===== src/rtl/amp_ctl_i2c_slave.sv =====
module amp_ctl_i2c_slave #(
  parameter logic [4:0] ADDR_HI     = 5'b11010,
  parameter int         SYNC_STAGES = 2
) (
  input  logic       clk,
  input  logic       rst_n,
  input  logic       scl_i,
  input  logic       sda_i,
  output logic       sda_oe,
  input  logic       strap_a,
  input  logic       strap_b,
  input  logic       bus_en,
  input  logic       pin_stby,
  input  logic       pin_hieff,
  input  logic       pin_mute,
  input  logic       therm_warn,
  input  logic       diag_done,
  input  logic       ofs_active,
  input  logic [4:0] ch1_flags,
  input  logic [4:0] ch2_flags,
  output logic       amp_active,
  output logic       play,
  output logic       gain_low,
  output logic       clip_hi,
  output logic       diag_en,
  output logic       ofs_en,
  output logic       hi_eff,
  output logic       line_diag,
  output logic       rearm
);

  localparam int SW = SYNC_STAGES + 1;

  typedef enum logic [2:0] {
    S_IDLE, S_ADDR, S_AACK, S_WR, S_WACK, S_RD, S_RACK, S_SKIP
  } st_t;

  logic [SW-1:0] scl_q, sda_q;
  st_t           st;
  logic [3:0]    cnt;
  logic [7:0]    sh;
  logic [1:0]    idx;
  logic          rw, rd_act;
  logic [15:0]   snap;
  logic [7:0]    ib1, ib2;

  always_ff @(posedge clk or negedge rst_n) begin
    if (!rst_n) begin
      scl_q <= '1;
      sda_q <= '1;
    end else begin
      scl_q <= {scl_q[SW-2:0], scl_i};
      sda_q <= {sda_q[SW-2:0], sda_i};
    end
  end

  wire scl_now   = scl_q[SW-2];
  wire scl_old   = scl_q[SW-1];
  wire sda_now   = sda_q[SW-2];
  wire sda_old   = sda_q[SW-1];
  wire scl_rise  = scl_now & ~scl_old;
  wire scl_fall  = ~scl_now & scl_old;
  wire bus_start = scl_now & scl_old & sda_old & ~sda_now;
  wire bus_stop  = scl_now & scl_old & ~sda_old & sda_now;

  wire [6:0]  my_addr = {ADDR_HI, strap_b, strap_a};
  wire [15:0] diag_w  = {therm_warn, diag_done, 1'b0, ch1_flags,
                         ofs_active, 2'b00, ch2_flags};

  always_ff @(posedge clk or negedge rst_n) begin
    if (!rst_n) begin
      st     <= S_IDLE;
      cnt    <= '0;
      sh     <= '0;
      idx    <= '0;
      rw     <= 1'b0;
      rd_act <= 1'b0;
      snap   <= '0;
      ib1    <= '0;
      ib2    <= '0;
      sda_oe <= 1'b0;
      rearm  <= 1'b0;
    end else begin
      rearm <= 1'b0;
      if (!bus_en) begin
        st     <= S_IDLE;
        sda_oe <= 1'b0;
        rd_act <= 1'b0;
      end else if (bus_start) begin
        st     <= S_ADDR;
        cnt    <= '0;
        sda_oe <= 1'b0;
      end else if (bus_stop) begin
        st     <= S_IDLE;
        sda_oe <= 1'b0;
        rearm  <= rd_act;
        rd_act <= 1'b0;
      end else begin
        case (st)
          S_ADDR: begin
            if (scl_rise) begin
              sh  <= {sh[6:0], sda_now};
              cnt <= cnt + 4'd1;
            end else if (scl_fall && cnt == 4'd8) begin
              if (sh[7:1] == my_addr) begin
                sda_oe <= 1'b1;
                rw     <= sh[0];
                st     <= S_AACK;
                if (sh[0]) snap <= diag_w;
              end else begin
                st <= S_SKIP;
              end
            end
          end
          S_AACK: begin
            if (scl_fall) begin
              cnt <= '0;
              idx <= '0;
              if (rw) begin
                st     <= S_RD;
                sh     <= snap[15:8];
                sda_oe <= ~snap[15];
                rd_act <= 1'b1;
              end else begin
                st     <= S_WR;
                sda_oe <= 1'b0;
              end
            end
          end
          S_WR: begin
            if (scl_rise) begin
              sh  <= {sh[6:0], sda_now};
              cnt <= cnt + 4'd1;
            end else if (scl_fall && cnt == 4'd8) begin
              st <= S_WACK;
              if (idx == 2'd0) begin
                ib1    <= sh;
                sda_oe <= 1'b1;
              end else if (idx == 2'd1) begin
                ib2    <= sh;
                sda_oe <= 1'b1;
              end
            end
          end
          S_WACK: begin
            if (scl_fall) begin
              sda_oe <= 1'b0;
              cnt    <= '0;
              st     <= S_WR;
              if (idx != 2'd2) idx <= idx + 2'd1;
            end
          end
          S_RD: begin
            if (scl_rise) begin
              cnt <= cnt + 4'd1;
            end else if (scl_fall) begin
              if (cnt == 4'd8) begin
                sda_oe <= 1'b0;
                st     <= S_RACK;
              end else begin
                sh     <= {sh[6:0], 1'b1};
                sda_oe <= ~sh[6];
              end
            end
          end
          S_RACK: begin
            if (scl_rise && sda_now) begin
              st <= S_SKIP;
            end else if (scl_fall) begin
              cnt <= '0;
              st  <= S_RD;
              if (idx != 2'd2) idx <= idx + 2'd1;
              if (idx == 2'd0) begin
                sh     <= snap[7:0];
                sda_oe <= ~snap[7];
              end else begin
                sh     <= 8'hFF;
                sda_oe <= 1'b0;
              end
            end
          end
          default: ;
        endcase
      end
    end
  end

  assign amp_active = pin_stby & (~bus_en | ib2[4]);
  assign hi_eff     = bus_en ? ib2[1] : pin_hieff;
  assign play       = pin_mute & (~bus_en | ib1[2]);
  assign gain_low   = bus_en & ib1[4];
  assign clip_hi    = bus_en & ib1[0];
  assign diag_en    = bus_en & ib1[6];
  assign ofs_en     = bus_en & ib1[5];
  assign line_diag  = bus_en & ib2[3];

endmodule


===== config.mk =====
export PLATFORM = sky130hd
export DESIGN_NAME = amp_ctl_i2c_slave
export DESIGN_NICKNAME = d
export VERILOG_FILES = /design/src/rtl/amp_ctl_i2c_slave.sv
export SDC_FILE = /design/constraint.sdc
export NUM_CORES = 1
export LEC_CHECK = 0
export ABC_AREA = 1
export BUFFER_PORTS_ARGS = -buffer_cell sky130_fd_sc_hd__buf_2
export CAP_MARGIN = 20
export CORE_MARGIN = 4
export CORE_UTILIZATION = 33
export CTS_CLUSTER_SIZE = 14
export DETAILED_ROUTE_END_ITERATION = 8
export SETUP_SLACK_MARGIN = 0.05
export SLEW_MARGIN = 15
export SYNTH_ARGS = -nofsm -noshare
export SYNTH_HDL_FRONTEND = slang
export SYNTH_SLANG_ARGS = --single-unit

===== constraint.sdc =====
create_clock -name clk -period 2.15 [get_ports clk]
set_input_delay 0.43 -clock clk [delete_from_list [all_inputs] [get_ports clk]]
set_output_delay 0.43 -clock clk [all_outputs]
set_load 0.01 [all_outputs]

# Word level (Yosys, flattened, before mapping)
# Index checks and enable logic that the tools add are counted.
# totals
register_bits	52
latchBits	0
mem_bits_ro	0
word_cells	170
memories	0
inputBits	23
ram_bits	0
# op_classes
n_mux	68
div_mod_pow	0
n_bitwise	28
reduce_logical	19
n_shift	0
addsub	2
eq_ne	40
n_lt_le_gt_ge	0
multipliers	0
# op_table
cell	count
two-way mux 8 bit	9
!= test 5 bit (second input constant)	12
two-way mux 3 bit	16
one-hot mux 8 bit (4 select lines)	1
two-way mux 1 bit	29
two-way mux 4 bit	5
!= test 2 bit (second input constant)	10
one-hot mux 3 bit (6 select lines)	1
AND reduction 8 bit	2
bitwise AND 1 bit	14
AND reduction 7 bit	2
AND reduction 13 bit	1
!= test 3 x 1 -> 1 bit (second input constant)	4
!= test 6 bit (second input constant)	2
NOT 1 bit	12
one-hot mux 4 bit (3 select lines)	1
AND reduction 12 bit	1
AND reduction 11 bit	1
equality test 3 bit (second input constant)	3
!= test 9 x 1 -> 1 bit (second input constant)	1
two-way mux 2 bit	4
nonzero test 4 bit	2
equality test 7 bit	1
equality test 3 x 2 -> 1 bit (second input constant)	2
other kinds (18)	21

# Longest topological paths before layout
# Gate-level depths: netlist of the first run.
# depth
depth_word	9
ltp_mapped	12
ltp_nobuf	12

# Worst setup path before layout of the first run
# No wires, ideal clock.
# synth_timing
kind	flip-flop to flip-flop
startpoint	register cnt[0]
endpoint	register snap[15]
path_slack_ps	479
setup_time_ps	117
stages_incl_launch_ff	13
t_arrival_ps	1554
cell_sequence	dfrtp_1 inv_1 ha_1 nand2_1 nor2_1 nand2_1 inv_1 nand3_2 nor3_4 nand2_2 buf_6 nand2_1 nand2_1
# synth_via
elab_chain_len	3
# synth_lines
element	line	rtl
from (decl)	40	logic [3:0] cnt;
from (signal assigned)	103	cnt <= cnt + 4'd1;
from (signal assigned)	133	cnt <= cnt + 4'd1;
from (signal assigned)	155	cnt <= cnt + 4'd1;
equality test 4 bit	104	end else if (scl_fall && cnt == 4'd8) begin
logical AND 1 bit	104	
AND reduction 8 bit (no line)	--	
to (signal assigned)	109	if (sh[0]) snap <= diag_w;
to (decl)	44	logic [15:0] snap;
# No other way between the ends.
# A chain may end at the register's enable or synchronous reset.

# Final worst setup path of the first run
# layout_timing
startpoint	register st[2]
endpoint	register cnt[1]
# layout_via
elab_chain_len	5
word_cells_on_any_way	15
# layout_lines
element	line	rtl
from (decl)	39	st_t st;
from (signal assigned)	72	st <= S_IDLE;
from (signal assigned)	86	st <= S_IDLE;
from (signal assigned)	90	st <= S_ADDR;
equality test 3 bit (tied with other cells)	99	case (st)
OR reduction 3 bit (no line) / OR reduction 2 bit (equally long branches)	--	
one-hot mux 4 bit (3 select lines)	99	
two-way mux 4 bit	93	end else if (bus_stop) begin
two-way mux 4 bit	89	end else if (bus_start) begin
# Several ways; a longest one is shown, not always the timed one. The select of a mux whose other input is x is not followed.

==> results of run 1 <==
## routing by layer
layer | up-vias | part of all wire, % | routed length, µm | GRT usage, %
li1 | 1210 | - | - | -
met1 | 1045 | 48 | 2990 | 19.1
met2 | 70 | 44 | 2750 | 21.4
met3 | 10 | 5.8 | 359 | 2.21
met4 | 0 | 2.3 | 146 | 6.18
met5 | - | 0 | 0 | 0
## where the power goes
group	internal [µW]	switching, µW	total [µW]	leakage, µW
registers	1020	147	1160	0.000636
logic	324	730	1050	0.000909
clock network	263	308	571	0.0000516
## synth_stat cells
cell type and count:
inv_2 3, nor2_1 25, nand3_2 4, nand2_1 131, ha_1 5, o21ai_0 23, o21ai_1 9, inv_1 36
buf_6 2, o221ai_1 1, nor3_4 1, o22ai_1 1, nand4_1 2, nor2_4 3, o21a_1 3, nor3_1 4
nand3b_1 1, nor2_2 2, clkbuf_1 1, dfstp_2 6, buf_2 1, xor2_1 2, clkinv_1 1, nand3_1 33
buf_4 3, buf_1 1, a21oi_1 9, nor4_2 1, nand2_2 4, dfrtp_1 42
## final cells by class
class,count,area share (%)
clock buffers,6,2.73
clock inverters,2,0.455
inverters,40,4.96
multi-input cells,264,41.4
flip-flops and latches,48,39.9
well taps,102,4.22
repair buffers,36,6.28
## sequential cells by signal (all words and copies together) (netlist names)
| register | cells |
|---|---|
| rearm | 1 |
| sda_oe | 1 |
| rw | 1 |
| idx | 2 |
| cnt | 4 |
| ib1 | 5 |
| ib2 | 3 |
| sda_q | 3 |
| st | 3 |
| rd_act | 1 |
| scl_q | 3 |
| snap | 13 |
| sh | 8 |
## worst min path at each step
stage | startpoint | to | slack, ns | depth (start not counted)
after floorplan | rst_n | cnt[0]$_DFFE_PN0P_ | 0.13 | 0
after global placement | sda_q[0]$_DFF_PN1_ | sda_q[1]$_DFF_PN1_ | 0.35 | 0
after detailed placement | scl_q[0]$_DFF_PN1_ | scl_q[1]$_DFF_PN1_ | 0.35 | 0
after CTS | scl_i | scl_q[0]$_DFF_PN1_ | 0.21 | 1
after global routing | scl_i | scl_q[0]$_DFF_PN1_ | 0.20 | 1
final | rst_n | ib2[1]$_DFFE_PN0P_ | 0.22 | 2
## through the flow
step	setup WS, ns	hold slack [ns]	std cells	power, µW
after floorplan	0.479	0.134	360	1940
after global routing	0.0794	0.198	498	3040
after global placement	0.256	0.347	490	2210
final	0.170	0.219	498	2790
after CTS	0.208	0.205	498	2810
after detailed placement	0.249	0.350	490	2230
## cell families after synthesis
group	count (synthesis)	share of synthesized area [%]
and+or+nand+nor	211	34.9
buffers and inverters	48	7.78
DFF	48	45.3
AOI/OAI and AO/OA	46	9.09
adders and majority gates	5	2.34
xor gates and xnor gates	2	0.656
## worst register-to-register path, cell delays in order, from the launching register on
cell      delay [ns]
dfrtp_1         0.61
inv_2           0.14
nor2_1          0.35
nor2_1          0.18
o221ai_1        0.29
nand2_1         0.18
nand2_1         0.09
nand2_1         0.05
==> metrics.txt, run 1 <==
status=finished, final reports clean; Final nets=423; Reg2Reg Setup Slack=~0.17 ns; synthesis-to-layout area growth=13.4%; Unique masters post-synth=30; vias in the first global route=2,327; die height=roughly 98 µm; 1st-iter DRT viols=186; largest net degree at the start of global routing=about 50; DP Area=between 0.002 and 0.003 mm²; Register Area=between 0.001 and 0.0015 mm²; total track usage=13.8%; cts repair resizes=0; fin crit share=between 90% and 100%; starting density of the core=roughly a third; Max Cap Viol=0; leading post-synthesis cells by cell area=dfrtp_1, nand2_1, nand3_1; global-route wire length before repair=around 11 mm; Yosys top cell by area=dfrtp_1; Buffers on Ports=32; Fin Setup TNS=0 ns; CP Max Fanout=9; most frequent cells in the layout=nand2_1, dfrtp_1, inv_1; core footprint=just under 0.008 mm²; Worst setup EP type=flop; worst path required time=roughly 2.4 ns; Hold Crit Class=primary input to async pin; Crit path max-delay family=simple AND/OR/NAND/NOR gates; final core occ=between 30% and 40%; FF-to-FF Start=st[2]$_DFFE_PN0P_; post-synth top area share=between 30% and 40%; grt total ovfl=0; diodes inserted=0; cts hold-fix bufs=0; fin crit period=roughly 2 ns; Multi-input gate area=between 0.001 and 0.0015 mm²; slowest stage delay, CP=approximately 0.61 ns; chip width=slightly below 100 µm; r2r endpoint=cnt[1]$_DFFE_PN0P_; Worst path slowest cell=dfrtp_1; Layout fillers=roughly 860; number of top-level pins=33; clk buf depth=2; Clock Sinks=48; Mapped Nets=just under 400; Rows=32; WS Path Type=flop to flop; register area share after synthesis=between 40% and 50%; DRT Pass-1 Iters=4; Synth Register Bits=48; Reg2Reg Depth=7; Startpoint Class=flop; Max Freq=approximately 510 MHz; cells along the critical path=inv_2, nor2_1, nor2_1, o221ai_1, nand2_1, nand2_1, nand2_1; power density over cell area=just over 900 mW/mm²; CTS tree=done; Crit path buffers/inverters=1; number of H-tree levels=2; Setup Fix Bufs, Post-CTS=0; Die ar.=0.00959 mm²; synthesized area=~0.0027 mm²; Antenna Nets Post-Route=0; DRC=0; Slew Limit Headroom=approximately 60%; most common cell after layout, fill and taps aside=nand2_1; mean post-synth cell area=roughly 7.4 µm²; Slew Viols, Final=0; Worst setup startpoint=st[2]$_DFFE_PN0P_; DP HPWL=4.70 mm; leak pwr=0.00160 µW; Peak VDD IR=351 µV; Critical Path End=cnt[1]$_DFFE_PN0P_; Wirelength per Cell=approximately 13 µm; layout cells sized above 1=17.2%; design area=0.00303 mm²; initial antenna violation count=0; Crit path depth=7; slew of the pin with the lowest slew margin=approximately 0.59 ns; WL final=approximately 6.2 mm; CTS root buffer=clkbuf_8; CP arrival=2.18 ns; Setup Skew=between 0.007 and 0.008 ns; final setup fails=0; Mapped Cells=360; Fin. Hold Viols=0; cell mode on critical path=nand2_1; clock transition at the registers of the reported paths=about 0.090 ns; warnings from Yosys=0; RSZ-0062 raised after global routing=no; Via density=around 4.7; CTS buffer count=5; detailed-route via count=roughly 2,300; Placer Congestion=0.958; clock latency on the worst-skew pair=approximately 0.3 ns
No activity file was read; power rests on OpenSTA's default activity.
==> run 2: changes to the inputs <==
- CORE_UTILIZATION: 33 -> 40
- CTS_CLUSTER_SIZE: 14 -> default
- clock period: 2.15 -> 2.4 ns (I/O delays scaled with it)
==> run 2 against run 1 <==
  * Utilization rose by 8.1 points
  * Critical path type unchanged
  * Global-route usage is 2.5 points higher
  * Clock-buffer cell count unchanged
  * Clock power rose by 7.5%
  * Maximum frequency grew 7.1%
  * Via count up 1.9%
  * Clock skew up 0.0040 ns
  * Sequential share of layout area up 0.18 points
  * Largest cell class unchanged
==> metrics.txt, run 2 (synthesized netlist as in run 1, its figures left out) <==
switch share=41.0% (-1.5 points); CTS buffer count=5 (unchanged); largest net degree at the start of global routing=49 (unchanged); slew of the pin with the lowest slew margin=0.602 ns (+0.00769 ns); total track usage=16.3% (+2.5 points); grt total ovfl=0 (unchanged); Most Crowded Layer GR=met2; FF-to-FF Start=sda_q[1]$_DFF_PN1_; number of top-level pins=33 (unchanged); sequential share of power=40.8% (-0.9 points); Pint=1530 µW (-4.5%); slowest stage delay, CP=0.56 ns (-0.05 ns); Worst path slowest cell=dfstp_2; most common cell after layout, fill and taps aside=nand2_1; Startpoint Class=flop; Fin. Hold Viols=0 (unchanged); Clock Sinks=48 (unchanged); combinational share of power=35.5% (-2.3 points); WL final=6.40 mm (+2.5%); power density over cell area=861 mW/mm² (-6.5%); CP Max Fanout=7 (-2); worst path required time=2.59 ns (+0.24 ns); Worst setup startpoint=sda_q[1]$_DFF_PN1_; 1st-iter DRT viols=220 (+18%); final hold slack=0.262 ns (+0.0432 ns); core footprint=0.00642 mm² (-18%); Antenna Nets Post-Route=0 (unchanged); met2 Track Usage GR=25.8% (+4.4 points); final setup fails=0 (unchanged); chip width=89.7 µm (-8.4%); Setup Fix Bufs, Post-CTS=0 (unchanged); cells along the critical path=nor2_1, nand2_1, inv_1, nor2_2, nand3_1, nand3_1, inv_1, nand2_1, nand2_1; layout cells sized above 1=17.0% (-0.21 points); die height=89.7 µm (-8.4%); detailed-route via count=2,379 (+1.9%); Fin Setup TNS=0 ns (unchanged); placed cell count=464 (-5.3%); leak pwr=0.00160 µW (+0.33%); WS Path Type=flop to flop; Clock Power Share=23.7% (+3.2 points); Worst setup EP type=flop; fin crit share=77.0% (-15 points); Layout fillers=659 (-23%); Reg2Reg Depth=9 (+2); Setup Skew=0.0110 ns (+0.00400 ns); design area=0.00301 mm² (-0.45%); final cell count without fillers=472 (-5.2%); status=finished, final reports clean; Hold Crit Class=primary input to async pin; initial antenna violation count=0 (unchanged); registers with the most flip-flops=snap: 13 flops, sh: 8 flops, ib1: 5 flops; CP arrival=2.04 ns (-0.14 ns); diodes inserted=0 (unchanged); vias in the first global route=2,257 (-3.0%); Placer Congestion=0.955 (-0.35%); cts repair resizes=0 (unchanged); Global Route met3 Usage=3.17% (+0.96 points); Final nets=422 (-0.24%); most frequent cells in the layout=nand2_1, dfrtp_1, inv_1; Max Freq=541 MHz (+7.1%); Via density=5.04 (+7.5%); Wirelength per Cell=13.6 µm (+8.2%); met1 usage=23.2% (+4.1 points); RSZ-0062 raised after global routing=no; number of H-tree levels=2 (unchanged); starting density of the core=41.6% (+7.4 points); clock latency on the worst-skew pair=0.30 ns (about the same); CTS root buffer=clkbuf_8; Max Cap Viol=0 (unchanged); fin crit period=1.85 ns (-0.132 ns); global-route wire length before repair=11.0 mm (-0.63%); Buffers on Ports=32 (unchanged); Slew Limit Headroom=59.9% (-0.51 points); DP HPWL=4.79 mm (+2.0%); max reg flops=13 (unchanged); Rows=29 (-9.4%); cell mode on critical path=nand2_1; Peak VDD IR=308 µV (-12%); DP Area=0.00289 mm² (-1.3%); Die ar.=0.00805 mm² (-16%); synthesis-to-layout area growth=12.8%; clk buf depth=2 (unchanged); DRC=0 (unchanged); DRT Pass-1 Iters=4 (unchanged); cts hold-fix bufs=0 (unchanged); Slew Viols, Final=0 (unchanged); NetSw=1060 µW (-10%); CTS tree=done; clock transition at the registers of the reported paths=0.09 ns (about the same); Top reg by flops=snap
==> run 2: worst paths after layout <==
| path | slack (ns) | end |
|---|---|---|
| hold reg to reg | 0.36 | sda_q[1]$_DFF_PN1_ |
| min in group clk | 0.27 | sda_q[0]$_DFF_PN1_ |
| setup / recovery | 0.55 | st[0]$_DFFE_PN0P_ |
| setup reg to reg | 0.55 | st[0]$_DFFE_PN0P_ |
| hold / removal | 0.26 | st[2]$_DFFE_PN0P_ |
| max in group asynchronous | 1.72 | st[0]$_DFFE_PN0P_ |
==> run 2: cell type report <==
type,instances,area (µm²),area share [%]
clock buffer,6,82.6,2.74
clock inverter,2,38.8,1.29
inverter,40,150,4.98
multi-input combinational,264,1250,41.6
sequential,48,1210,40.1
tap,77,96.3,3.20
timing repair buffer,35,183,6.06
==> run 2: power by group through the flow <==
stage	Clock, µW	Combinational [µW]	Sequential (µW)
detailed placement	0	917	1070
global placement	0	914	1070
CTS	635	921	1060
finish	614	922	1060
floorplan	0	745	990
global route	663	1070	1080
==> run 2: per-layer routing <==
| layer | wire length [µm] | share of wire, % |
|---|---|---|
| met5 | 0 | 0 |
| met4 | 63 | 0.98 |
| met3 | 315 | 4.9 |
| met2 | 2910 | 45 |
| met1 | 3120 | 49 |
==> run 2: critical path: cells and delay by family, from the launching register on <==
kind	cells	cell delay (ns)
buffers and inverters	2	0.17
DFF	1	0.56
and+or+nand+nor	7	1.00
==> run 2: stage by stage <==
stage               utilization, %  setup WS [ns]  total power (µW)
floorplan                        -          0.729              1730
global placement              45.0          0.587              1990
detailed placement            45.0          0.558              1990
CTS                           46.9          0.550              2610
global route                  46.9          0.344              2810
finish                        46.9          0.552              2590
==> run 3: changes to the inputs <==
- ABC_AREA: 1 -> 0
- clock period: 2.4 -> 1.8 ns (I/O delays scaled with it)
==> run 3 against run 2 <==
  * The flow now finishes with violations (setup timing)
  * Total power rose by 60%
  * Maximum frequency fell by 20%
  * First-iteration DRC count fell by 42%
  * Global-route usage rose by 1.7 points
  * Cell count fell by 11%
  * Utilization rose by 11 points
  * Synthesized cell count fell by 31%
  * Die area fell by 0.21%
  * Clock power rose by 33%
  * Cell area rose by 23%
  * Register-to-register slack got worse by 1.1 ns
  * Wire length rose by 9.0%
  * Critical path type unchanged
==> metrics.txt, run 3 <==
leading post-synthesis cells by cell area=dfrtp_1, mux2_2, dfstp_2; Placer Congestion=0.840 (-12%); Antenna Nets Post-Route=0 (unchanged); WL final=6.98 mm (+9.0%); starting density of the core=41.5% (-0.097 points); 1st-iter DRT viols=127 (-42%); DRT Pass-1 Iters=4 (unchanged); fin crit period=2.31 ns (+0.464 ns); largest net degree at the start of global routing=21 (-57%); met2 Track Usage GR=27.5% (+1.8 points); DP Area=0.00330 mm² (+14%); Most Crowded Layer GR=met2; Startpoint Class=flop; design area=0.00371 mm² (+23%); met1 usage=26.4% (+3.2 points); global-route wire length before repair=11.1 mm (+1.7%); number of H-tree levels=2 (unchanged); fin crit share=128% (+51 points); vias in the first global route=2,210 (-2.1%); Final nets=372 (-12%); failing checks=setup timing; detailed-route via count=2,226 (-6.4%); worst path required time=2.00 ns (-0.59 ns); Mapped Cells=249 (-31%); EDFF count, synth=0 (unchanged); Setup Skew=0.00288 ns (-0.00816 ns); Slew Limit Headroom=62.1% (+2.3 points); Layout fillers=543 (-18%); Slew Viols, Final=0 (unchanged); clock transition at the registers of the reported paths=0.09 ns (about the same); power density over cell area=1120 mW/mm² (+30%); synthesis-to-layout area growth=39.2%; Die ar.=0.00803 mm² (-0.21%); Via density=5.27 (+4.7%); DRC=0 (unchanged); chip width=89.6 µm (-0.11%); Final WS setup=-0.512 ns (-1.06 ns); final core occ=57.7% (+11 points); Worst setup EP type=flop; max reg flops=13 (unchanged); CTS tree=done; Multi-input gate area=0.00151 mm² (+20%); Max Cap Viol=0 (unchanged); Yosys top cell by area=dfrtp_1; Mapped Nets=277 (-29%); number of top-level pins=33 (unchanged); die height=89.6 µm (-0.11%); grt total ovfl=0 (unchanged); most frequent cells in the layout=buf_4, dfrtp_1, buf_2; Max Freq=432 MHz (-20%); Rows=29 (unchanged); DP HPWL=4.88 mm (+1.9%); CP arrival=2.51 ns (+0.47 ns); warnings from Yosys=0 (unchanged); CTS buffer count=5 (unchanged); ys flop type=dfrtp_1; initial antenna violation count=0 (unchanged); Top reg by flops=snap; clk buf depth=2 (unchanged); Clock Sinks=48 (unchanged); Register Area=0.00121 mm² (unchanged); Global Route met3 Usage=3.74% (+0.57 points); register area share after synthesis=45.4% (+0.11 points); total track usage=18.1% (+1.7 points); core footprint=0.00642 mm² (unchanged); WS Path Type=flop to flop; Peak VDD IR=742 µV (+140%); status=complete, but fails checks; mean post-synth cell area=10.7 µm² (+44%); top-count cell post-synth=dfrtp_1; Hold Crit Class=primary input to flop; synthesized area=0.00266 mm² (-0.23%); layout cells sized above 1=50.1% (+33 points); leak pwr=0.00181 µW (+13%); Wirelength per Cell=16.5 µm (+22%); Unique masters post-synth=56 (+87%); Buffers on Ports=32 (unchanged); Synth Register Bits=48 (unchanged); CP Max Fanout=7 (unchanged); diodes inserted=0 (unchanged); RSZ-0062 raised after global routing=yes; slew of the pin with the lowest slew margin=0.568 ns (-0.0342 ns); post-synth top area share=39.5% (+0.092 points); registers with the most flip-flops=snap: 13 flops, sh: 8 flops, ib1: 5 flops; ys async rst share=100% (unchanged); final setup fails=35 (+35); most common cell after layout, fill and taps aside=buf_4; Fin. Hold Viols=0 (unchanged); clock latency on the worst-skew pair=0.31 ns (about the same); CTS root buffer=clkbuf_8; most common library cells after synthesis=dfrtp_1, mux2_2, inv_1, o21ai_0, nand2_1
==> run 3: changes by cell type after synthesis, moves of 7 or more <==
cell	change
mux2_4	+9
clkbuf_1	+7
nand2b_1	+7
nand3_1	-27
nor2_1	-15
mux2_2	+20
inv_1	-17
o21ai_1	-9
nand2_1	-117
==> run 3: area by class of cell <==
cell class	count	area share [%]
sequential	48	32.6
clock inverter	3	1.25
timing repair buffer	98	19.1
inverter	19	1.92
tap	77	2.60
clock buffer	5	1.86
multi-input combinational	172	40.7
==> run 3: power breakdown <==
group | leakage [µW] | switching (µW) | internal [µW]
combinational | 0.00112 | 1030 | 968
sequential | 0.000637 | 101 | 1240
clock | 0.0000548 | 395 | 419
total | 0.00181 | 1520 | 2630
==> run 3: path summary, 6_finish.rpt <==
kind | endpoint | cells after the start | slack, ns | start
worst max register to register | snap[10]$_DFFE_PN0P_ | 7 | -0.51 | cnt[1]$_DFFE_PN0P_
worst min-delay path | scl_q[0]$_DFF_PN1_ | 1 | 0.14 | scl_i
worst min register to register | sda_q[1]$_DFF_PN1_ | 0 | 0.36 | sda_q[0]$_DFF_PN1_
worst max-delay path | snap[10]$_DFFE_PN0P_ | 7 | -0.51 | cnt[1]$_DFFE_PN0P_
min in group asynchronous | st[1]$_DFFE_PN0P_ | 2 | 0.49 | rst_n
max in group asynchronous | sh[1]$_DFFE_PN0P_ | 3 | 0.77 | rst_n
==> run 3: timing repair <==
item,4_1_cts,5_1_grt
hold endpoints to repair,8,0
hold buffers,1,0
gates resized for setup,28,28
buffers inserted,5,8
cloned,1,0
endpoints found under the setup margin,40,40
pin swaps,10,15
==> run 3: metrics by stage <==
step	total power, µW	hold slack (ns)	setup WS [ns]	TNS, ns	std cells
floorplan	2370	0.0644	-0.575	-9.32	249
global placement	3040	0.295	-0.458	-9.86	401
detailed placement	3060	0.297	-0.480	-10.10	401
CTS	4030	0.133	-0.475	-12.43	416
global route	4390	0.122	-0.583	-15.44	422
finish	4150	0.138	-0.512	-12.54	422
==> run 3: cell families (layout without fill, tap and decap cells) <==
logic type,after synthesis,count (layout),share of synthesized area (%)
compound gates,62,62,16.2
xor+xnor,3,3,1.27
fa+ha+maj,5,5,2.35
buf+inv,30,125,5.40
flops,48,48,45.4
mux,31,31,14.3
simple gates,70,71,15.1
==> run 3: routing by layer <==
layer / wire length [µm] / share of wire, %
met3: 266 / 3.8
met4: 142 / 2.0
met2: 3260 / 47
met1: 3310 / 47
met5: 0 / 0
==> run 3: critical path, cell delays in order, from the launching register on <==
cell     delay [ns]
dfrtp_1        0.39
inv_1          0.06
ha_2           0.16
and3b_2        0.21
nand2_2        0.07
or3_4          0.36
or4_4          0.60
mux2_4         0.34
